--- src/rtl/slow_bus_pkg.sv ---
package slow_bus_pkg;
  typedef enum logic [1:0] {
    SZ_BYTE = 2'd0,
    SZ_HALF = 2'd1,
    SZ_WORD = 2'd2,
    SZ_DWORD = 2'd3
  } xfer_size_e;

  localparam int unsigned LANES = 8;
  localparam int unsigned OFF_W = 3;
  localparam int unsigned WAIT_W = 4;
endpackage

--- src/rtl/sbc_decode.sv ---
module sbc_decode
  import slow_bus_pkg::*;
#(
  parameter int unsigned NUM_IO = 2,
  parameter int unsigned SEL_W = 4,
  parameter logic [WAIT_W*(NUM_IO+1)-1:0] WAIT_TAB = '0,
  parameter logic [WAIT_W-1:0] DEF_WAIT = 4'd2,
  parameter logic [NUM_IO-1:0] PC_MASK = '0
) (
  input  logic [SEL_W-1:0]  sel_i,
  output logic [NUM_IO:0]   hit_oh_o,
  output logic              hit_o,
  output logic              flash_o,
  output logic              pc_o,
  output logic [WAIT_W-1:0] wait_o
);
  localparam int unsigned NUM_REG = NUM_IO + 1;

  for (genvar k = 0; k < NUM_REG; k++) begin : g_reg
    assign hit_oh_o[k] = (sel_i == SEL_W'(k));
  end

  assign hit_o   = |hit_oh_o;
  assign flash_o = hit_oh_o[0];

  always_comb begin
    wait_o = hit_o ? '0 : DEF_WAIT;
    pc_o   = 1'b0;
    for (int k = 0; k < NUM_REG; k++) begin
      if (hit_oh_o[k]) wait_o = WAIT_TAB[k*WAIT_W +: WAIT_W];
    end
    for (int k = 1; k < NUM_REG; k++) begin
      if (hit_oh_o[k]) pc_o = PC_MASK[k-1];
    end
  end
endmodule

--- src/rtl/sbc_lanes.sv ---
module sbc_lanes
  import slow_bus_pkg::*;
(
  input  logic [OFF_W-1:0] off_i,
  input  logic [1:0]       size_i,
  output logic [LANES-1:0] mask_o
);
  always_comb begin
    unique case (xfer_size_e'(size_i))
      SZ_BYTE: mask_o = 8'h01 << off_i;
      SZ_HALF: mask_o = 8'h03 << {off_i[2:1], 1'b0};
      SZ_WORD: mask_o = 8'h0F << {off_i[2], 2'b00};
      default: mask_o = 8'hFF;
    endcase
  end
endmodule

--- src/rtl/sbc_timer.sv ---
module sbc_timer
  import slow_bus_pkg::*;
(
  input  logic              clk_i,
  input  logic              rst_ni,
  input  logic              start_i,
  input  logic [WAIT_W-1:0] load_i,
  output logic              busy_o,
  output logic              done_o
);
  logic [WAIT_W-1:0] cnt_q;
  logic              busy_q;

  always_ff @(posedge clk_i or negedge rst_ni) begin
    if (!rst_ni) begin
      busy_q <= 1'b0;
      cnt_q  <= '0;
    end else if (start_i) begin
      busy_q <= 1'b1;
      cnt_q  <= load_i;
    end else if (busy_q) begin
      if (cnt_q == '0) busy_q <= 1'b0;
      else             cnt_q  <= cnt_q - 1'b1;
    end
  end

  assign busy_o = busy_q;
  assign done_o = busy_q && (cnt_q == '0);

  p_ta_pulse_r3: assert property (@(posedge clk_i) disable iff (!rst_ni)
    done_o |=> !done_o);
  p_busy_hold_r3: assert property (@(posedge clk_i) disable iff (!rst_ni)
    (busy_q && cnt_q != '0) |=> busy_q);
  p_start_load_r3: assert property (@(posedge clk_i) disable iff (!rst_ni)
    start_i |=> (busy_q && cnt_q == $past(load_i)));
endmodule

--- src/rtl/slow_bus_ctrl.sv ---
module slow_bus_ctrl
  import slow_bus_pkg::*;
#(
  parameter int unsigned NUM_IO = 2,
  parameter int unsigned SEL_LSB = 28,
  parameter int unsigned SEL_W = 4,
  parameter logic [WAIT_W*(NUM_IO+1)-1:0] WAIT_TAB = 12'h503,
  parameter logic [WAIT_W-1:0] DEF_WAIT = 4'd2,
  parameter logic [NUM_IO-1:0] PC_MASK = 2'b10
) (
  input  logic                     clk_i,
  input  logic                     rst_ni,
  input  logic                     ts_i,
  input  logic [SEL_LSB+SEL_W-1:0] addr_i,
  input  logic                     we_i,
  input  logic [1:0]               size_i,
  output logic [NUM_IO:0]          cs_no,
  output logic                     oe_no,
  output logic [LANES-1:0]         bwe_no,
  output logic                     rw_o,
  output logic                     rd_no,
  output logic                     wr_no,
  output logic                     ta_o,
  output logic                     err_o
);
  localparam int unsigned NUM_REG = NUM_IO + 1;

  logic [NUM_IO:0]    hit_oh;
  logic               hit, flash, pc;
  logic [WAIT_W-1:0]  wait_cnt;
  logic [LANES-1:0]   mask;
  logic               busy, done, start;
  logic               bad_flash, io_hit;

  logic [NUM_REG-1:0] cs_q;
  logic               oe_q, wdir_q, rd_q, wr_q, err_q;
  logic [LANES-1:0]   bwe_q;

  logic unused_addr;
  assign unused_addr = ^addr_i[SEL_LSB-1:OFF_W];

  sbc_decode #(
    .NUM_IO(NUM_IO), .SEL_W(SEL_W), .WAIT_TAB(WAIT_TAB),
    .DEF_WAIT(DEF_WAIT), .PC_MASK(PC_MASK)
  ) u_decode (
    .sel_i(addr_i[SEL_LSB +: SEL_W]), .hit_oh_o(hit_oh), .hit_o(hit),
    .flash_o(flash), .pc_o(pc), .wait_o(wait_cnt)
  );

  sbc_lanes u_lanes (.off_i(addr_i[OFF_W-1:0]), .size_i(size_i), .mask_o(mask));

  assign start = ts_i && !busy;

  sbc_timer u_timer (
    .clk_i(clk_i), .rst_ni(rst_ni), .start_i(start), .load_i(wait_cnt),
    .busy_o(busy), .done_o(done)
  );

  // flash parts are 16 bits wide: byte writes are refused
  assign bad_flash = flash && we_i && (xfer_size_e'(size_i) == SZ_BYTE);
  assign io_hit    = hit && !flash;

  always_ff @(posedge clk_i or negedge rst_ni) begin
    if (!rst_ni) begin
      cs_q <= '0; oe_q <= 1'b0; bwe_q <= '0;
      wdir_q <= 1'b0; rd_q <= 1'b0; wr_q <= 1'b0; err_q <= 1'b0;
    end else if (start) begin
      cs_q   <= hit_oh;
      oe_q   <= hit && !we_i;
      bwe_q  <= (hit && we_i && !bad_flash) ? mask : '0;
      wdir_q <= io_hit && !pc && we_i;
      rd_q   <= io_hit && pc && !we_i;
      wr_q   <= io_hit && pc && we_i;
      err_q  <= !hit || bad_flash;
    end else if (done) begin
      cs_q <= '0; oe_q <= 1'b0; bwe_q <= '0;
      wdir_q <= 1'b0; rd_q <= 1'b0; wr_q <= 1'b0; err_q <= 1'b0;
    end
  end

  assign cs_no  = ~cs_q;
  assign oe_no  = ~oe_q;
  assign bwe_no = ~bwe_q;
  assign rw_o   = ~wdir_q;
  assign rd_no  = ~rd_q;
  assign wr_no  = ~wr_q;
  assign ta_o   = done;
  assign err_o  = done && err_q;

  p_one_cs_r2: assert property (@(posedge clk_i) disable iff (!rst_ni)
    $onehot0(~cs_no));
  p_oe_bwe_excl_r5: assert property (@(posedge clk_i) disable iff (!rst_ni)
    !(!oe_no && (bwe_no != '1)));
  p_err_with_ta_r7: assert property (@(posedge clk_i) disable iff (!rst_ni)
    err_o |-> ta_o);
  p_flash_byte_r7: assert property (@(posedge clk_i) disable iff (!rst_ni)
    (start && bad_flash) |=> (bwe_no == '1));
  p_ignore_busy_r11: assert property (@(posedge clk_i) disable iff (!rst_ni)
    (busy && !done && ts_i) |=> ($stable(cs_no) && $stable(bwe_no) && $stable(oe_no)));
  p_release_r4: assert property (@(posedge clk_i) disable iff (!rst_ni)
    (done && !ts_i) |=> (cs_no == '1 && oe_no && bwe_no == '1 && rd_no && wr_no && rw_o));
endmodule

--- config.mk ---
export PLATFORM = sky130hd
export DESIGN_NAME = slow_bus_ctrl
export DESIGN_NICKNAME = d
export VERILOG_FILES = /design/src/rtl/slow_bus_pkg.sv /design/src/rtl/sbc_decode.sv /design/src/rtl/sbc_lanes.sv /design/src/rtl/sbc_timer.sv /design/src/rtl/slow_bus_ctrl.sv
export SDC_FILE = /design/constraint.sdc
export NUM_CORES = 1
export LEC_CHECK = 0
export BUFFER_PORTS_ARGS = -buffer_cell sky130_fd_sc_hd__buf_4
export CORE_UTILIZATION = 30
export DETAILED_ROUTE_END_ITERATION = 16
export PLACE_DENSITY = 0.66
export SYNTH_ARGS = -nofsm -noshare
export SYNTH_HDL_FRONTEND = slang
export SYNTH_SLANG_ARGS = --single-unit
export TNS_END_PERCENT = 20
--- constraint.sdc ---
create_clock -name clk_i -period 3.9 [get_ports clk_i]
set_clock_uncertainty 0.15 [all_clocks]
set_input_delay 0.39 -clock clk_i [delete_from_list [all_inputs] [get_ports clk_i]]
set_output_delay 0.39 -clock clk_i [all_outputs]
set_load 0.03 [all_outputs]
### Yosys cells after proc, flatten, opt, wreduce, memory -nomap -nowiden

Cells that the tools add are included.

* flip-flop bits (word level): 21
* output and inout port bits: 17
* bits of input ports: 38

* add/subtract/negate cells: 1
* mux-type cells: 23
* shift operators: 3
* bitwise operators: 6
* eq/ne operators: 5
* reduce and logical (&&, ||, !) cells: 28

Operators by type and width (number)
* $mux W4: 6
* $mux W8: 3
* $pmux W8 S3: 1
* $logic_and A1 B1 Y1: 14
* $mux W1: 10
* $logic_not A4 Y1: 2
* $not A8 Y8: 1
* $shl A1 B3 Y8 const A: 1
* $shl A2 B3 Y8 const A: 1
* $shl A4 B3 Y8 const A: 1
* $logic_not A1 Y1: 6
* $mux W3: 2
* $eq A4 B1 Y1 const B: 1
* $eq A4 B2 Y1 const B: 1
* $not A1 Y1: 4
* $reduce_bool A2 Y1: 2
* $sub A4 B1 Y4 const B: 1
* $not A3 Y3: 1
* $reduce_or A3 Y1: 1
* $eq A2 B1 Y1 const B: 1
* $eq A2 B2 Y1 const B: 1
* $logic_not A2 Y1: 1
* $mux W2: 1
* $ne A2 B2 Y1 const B: 1
* 2 further kinds: 2

### Logic depth before layout (Yosys ltp)

* word-level depth: 7
* mapped depth: 6

### Hierarchy

A second synthesis with hierarchy kept.

* cells, all modules: 141
* area, all modules: 1249.9 µm²

By module, submodules not included
* slow_bus_ctrl: times used 1, cells each 77, area an instance 779.5 µm²
* sbc_timer: times used 1, cells each 32, area an instance 297.8 µm²
* sbc_lanes: times used 1, cells each 20, area an instance 90.1 µm²
* sbc_decode: times used 1, cells each 12, area an instance 82.6 µm²

### Least setup slack after synthesis

No wires, ideal clock.

* path kind: register to output
* from: register u_timer.cnt_q[0]
* to: output err_o
* cell stages (with the launch flop): 5
* setup slack: 2032 ps
* data arrival time: 1328 ps
* path through: dfrtp_1 > inv_1 > ha_1 > nor3b_1 > and3_1

* longest elaborated chain between the ends: 3

Ends and longest elaborated chain
* start, declared: RTL line sbc_timer.sv:11 `logic [WAIT_W-1:0] cnt_q;`
* start signal, assigned: RTL line sbc_timer.sv:20 `cnt_q <= load_i;`
* start signal, assigned: RTL line sbc_timer.sv:23 `else cnt_q <= cnt_q - 1'b1;`
* $logic_not A4 Y1: RTL line sbc_timer.sv:28 `assign done_o = busy_q && (cnt_q == '0);`
* $logic_and A1 B1 Y1: RTL line sbc_timer.sv:28
* $logic_and A1 B1 Y1: RTL line slow_bus_ctrl.sv:88 `assign err_o = done && err_q;`
* end, declared: RTL line slow_bus_ctrl.sv:24 `output logic err_o`

Every way passes these cells.

### Worst setup path after layout

Same ends and word-level chain as after synthesis.

==> flow_summary.json <==
{
  "fp.dieW_um": 64.25,
  "netlist.area_leader.share": 0.4521,
  "cp.required_ns": 3.36,
  "viasPerCell": 4.995,
  "hpwl_um": 1990,
  "power_density_nw_per_um2": 526.1,
  "leakage_nw": 0.6791,
  "drive_gt1_frac": 0.2703,
  "async_flop_share": 1.000,
  "synthTopCellsByCount": "inv_1, dfrtp_1, a21oi_1",
  "netlist.top_cell.by_area": "dfrtp_1",
  "hold_path_class": "input port to flop",
  "insertion_delay_ns": 0.25,
  "fmax_mhz": 417.9,
  "arrival_ns": 1.85,
  "cts_tree": "built",
  "area_growth_pct": 27.13,
  "ys_top_cells_by_area": "dfrtp_1, inv_1, o41ai_2, o32ai_1, a21oi_1",
  "grt_pass1_wl_um": 4533,
  "ys_ff_latch": 21,
  "critical_path.max_fanout": 4,
  "synthCells": 117,
  "ios": 55,
  "root_buffer": "clkbuf_8",
  "start_kind": "flop",
  "postSynthNetCount": 157,
  "numCtsBuffers": 3,
  "num_vias": 979,
  "design.die.area_sq_um": 4127,
  "grt_overflow": 0,
  "final_antenna_net_count": 0,
  "yosysWarningCount": 0,
  "setup.worst_path.end_class": "output pin",
  "yosysSeqAreaShare": 0.4521,
  "grtUsageTotal": 0.1396,
  "place.gp.congestion": 0.7850,
  "grt_max_degree": 22,
  "post-route-period-util": 0.6136,
  "fin_ws_ns": 1.507,
  "tightestPinTransition_ns": 0.5257,
  "core_sq_um": 3689,
  "drt_iter0_drc": 9,
  "ys_types": 39,
  "setup_viol": 0,
  "cap_violations": 0,
  "dpl.cell_count": 191,
  "finalHoldViolations": 0,
  "fin_crit_ns": 2.393,
  "slew_viol_final": 0,
  "ir_drop_mv": 0.1863,
  "top_regs": "bwe_q: 8 flops, u_timer.cnt_q: 4 flops, cs_q: 3 flops",
  "largest_register": "bwe_q",
  "drt-wirelength-per-cell_um": 13.42,
  "clock_sinks": 21,
  "std_cell_rows": 22,
  "start_util": 0.3151,
  "synth_area_per_cell_sq_um": 9.935,
  "status": "completed",
  "diodes": 0,
  "stdcell_area_sq_um": 1478,
  "path_class": "flop to output pin",
  "postCtsSetupBuffers": 0,
  "synth.cell_area_sq_um": 1162,
  "cts.htree.levels": 1,
  "cts.clk_slew.worst_paths_ns": 0.08,
  "slew_headroom": 0.6488,
  "first_pass_iters": 4,
  "setup_tns_ns": 0,
  "largest_register_ffs": 8,
  "io_buffers": 29,
  "place_area_sq_um": 1423,
  "synth-edff-count": 0,
  "antenna_found_initial": 0,
  "grt_pass1_vias": 1015,
  "drt_wl_total_um": 2630,
  "die_h_um": 64.25,
  "rsz0062_at_grt": "no",
  "cts_resized": 0,
  "final_nets": 189,
  "drc": 0,
  "final_cells": 196,
  "cts_buffer_depth": 2,
  "synth_most_common_cell": "inv_1",
  "final_core_util": 0.4006,
  "dp_slack_ns": 1.834,
  "synthFlopType": "dfrtp_1"
}
stage by stage:
| step | hold WS [ns] | power, mW |
|---|---|---|
| floorplan | -0.05559 | 0.5380 |
| global placement | 0.1395 | 0.6269 |
| detailed placement | 0.1438 | 0.6387 |
| CTS | 0.2310 | 0.7833 |
| global route | 0.2449 | 0.8330 |
| finish | 0.2330 | 0.7774 |
report_power, final:
| part | internal (mW) | switching, mW |
|---|---|---|
| Clock | 0.0726 | 0.0693 |
| Combinational | 0.135 | 0.189 |
| Sequential | 0.268 | 0.0431 |
| Total | 0.476 | 0.302 |
cell usage in the layout (no fill, tap or decap), types with 2 or more instances in the layout:
cell,netlist,final
a22o_1,2,2
nand2b_1,5,5
mux2i_1,2,2
clkbuf_8,0,3
o211ai_1,3,3
o32ai_1,5,5
dfrtp_1,21,21
o21ai_0,3,3
ha_1,2,2
nand3_1,4,4
o22ai_1,5,5
nand2_2,2,2
nor3_1,3,3
inv_1,22,22
nand2_1,4,4
or3_1,2,2
o41ai_2,3,3
a21oi_1,7,7
buf_4,1,29
critical path: stages, from the launching register on:
cell and delay, ns:
dfrtp_1 0.41, inv_1 0.10, ha_1 0.21, nor3b_1 0.48, and3_1 0.24, buf_4 0.16
area by class of cell:
type,count,area (sq um)
tap,48,60.06
fill,375,2211
timing repair buffer,30,227.7
clock buffer,4,45.04
multi-input combinational,71,536.8
sequential,21,525.5
inverter,22,82.58
metal layers:
| layer | GRT usage | share of wire |
|---|---|---|
| met5 | 0 | 0 |
| met4 | 0.04167 | 0.0061 |
| met2 | 0.2368 | 0.49 |
| met1 | 0.1823 | 0.47 |
| met3 | 0.01964 | 0.036 |
kinds of logic after synthesis:
logic type | share of synthesized area
AND/OR/NAND/NOR | 0.1690
flip-flops | 0.4521
multiplexers | 0.01722
XOR/XNOR | 0.007536
buffers and inverters | 0.08611
adder cells (fa/ha/maj) | 0.02153
AO/OA/AOI/OAI | 0.2465
final timing paths:
kind,depth (start not counted),startpoint,end,slack (ns)
max,5,u_timer.cnt_q[0],err_o,1.51
min,2,we_i,rd_q,0.23
max reg2reg,5,u_timer.cnt_q[0],wdir_q,2.01
min reg2reg,1,cs_q[1],cs_q[1],0.34
max in group asynchronous,2,rst_ni,cs_q[1],2.97
min in group asynchronous,2,rst_ni,bwe_q[7],0.41
timing repair:
action / in CTS / in global routing
endpoints found under the setup margin: 0 / 0
endpoints found under the hold margin: 21 / 0
hold buffers: 1 / 0
Note: power is estimated with default switching activity, not from simulation.
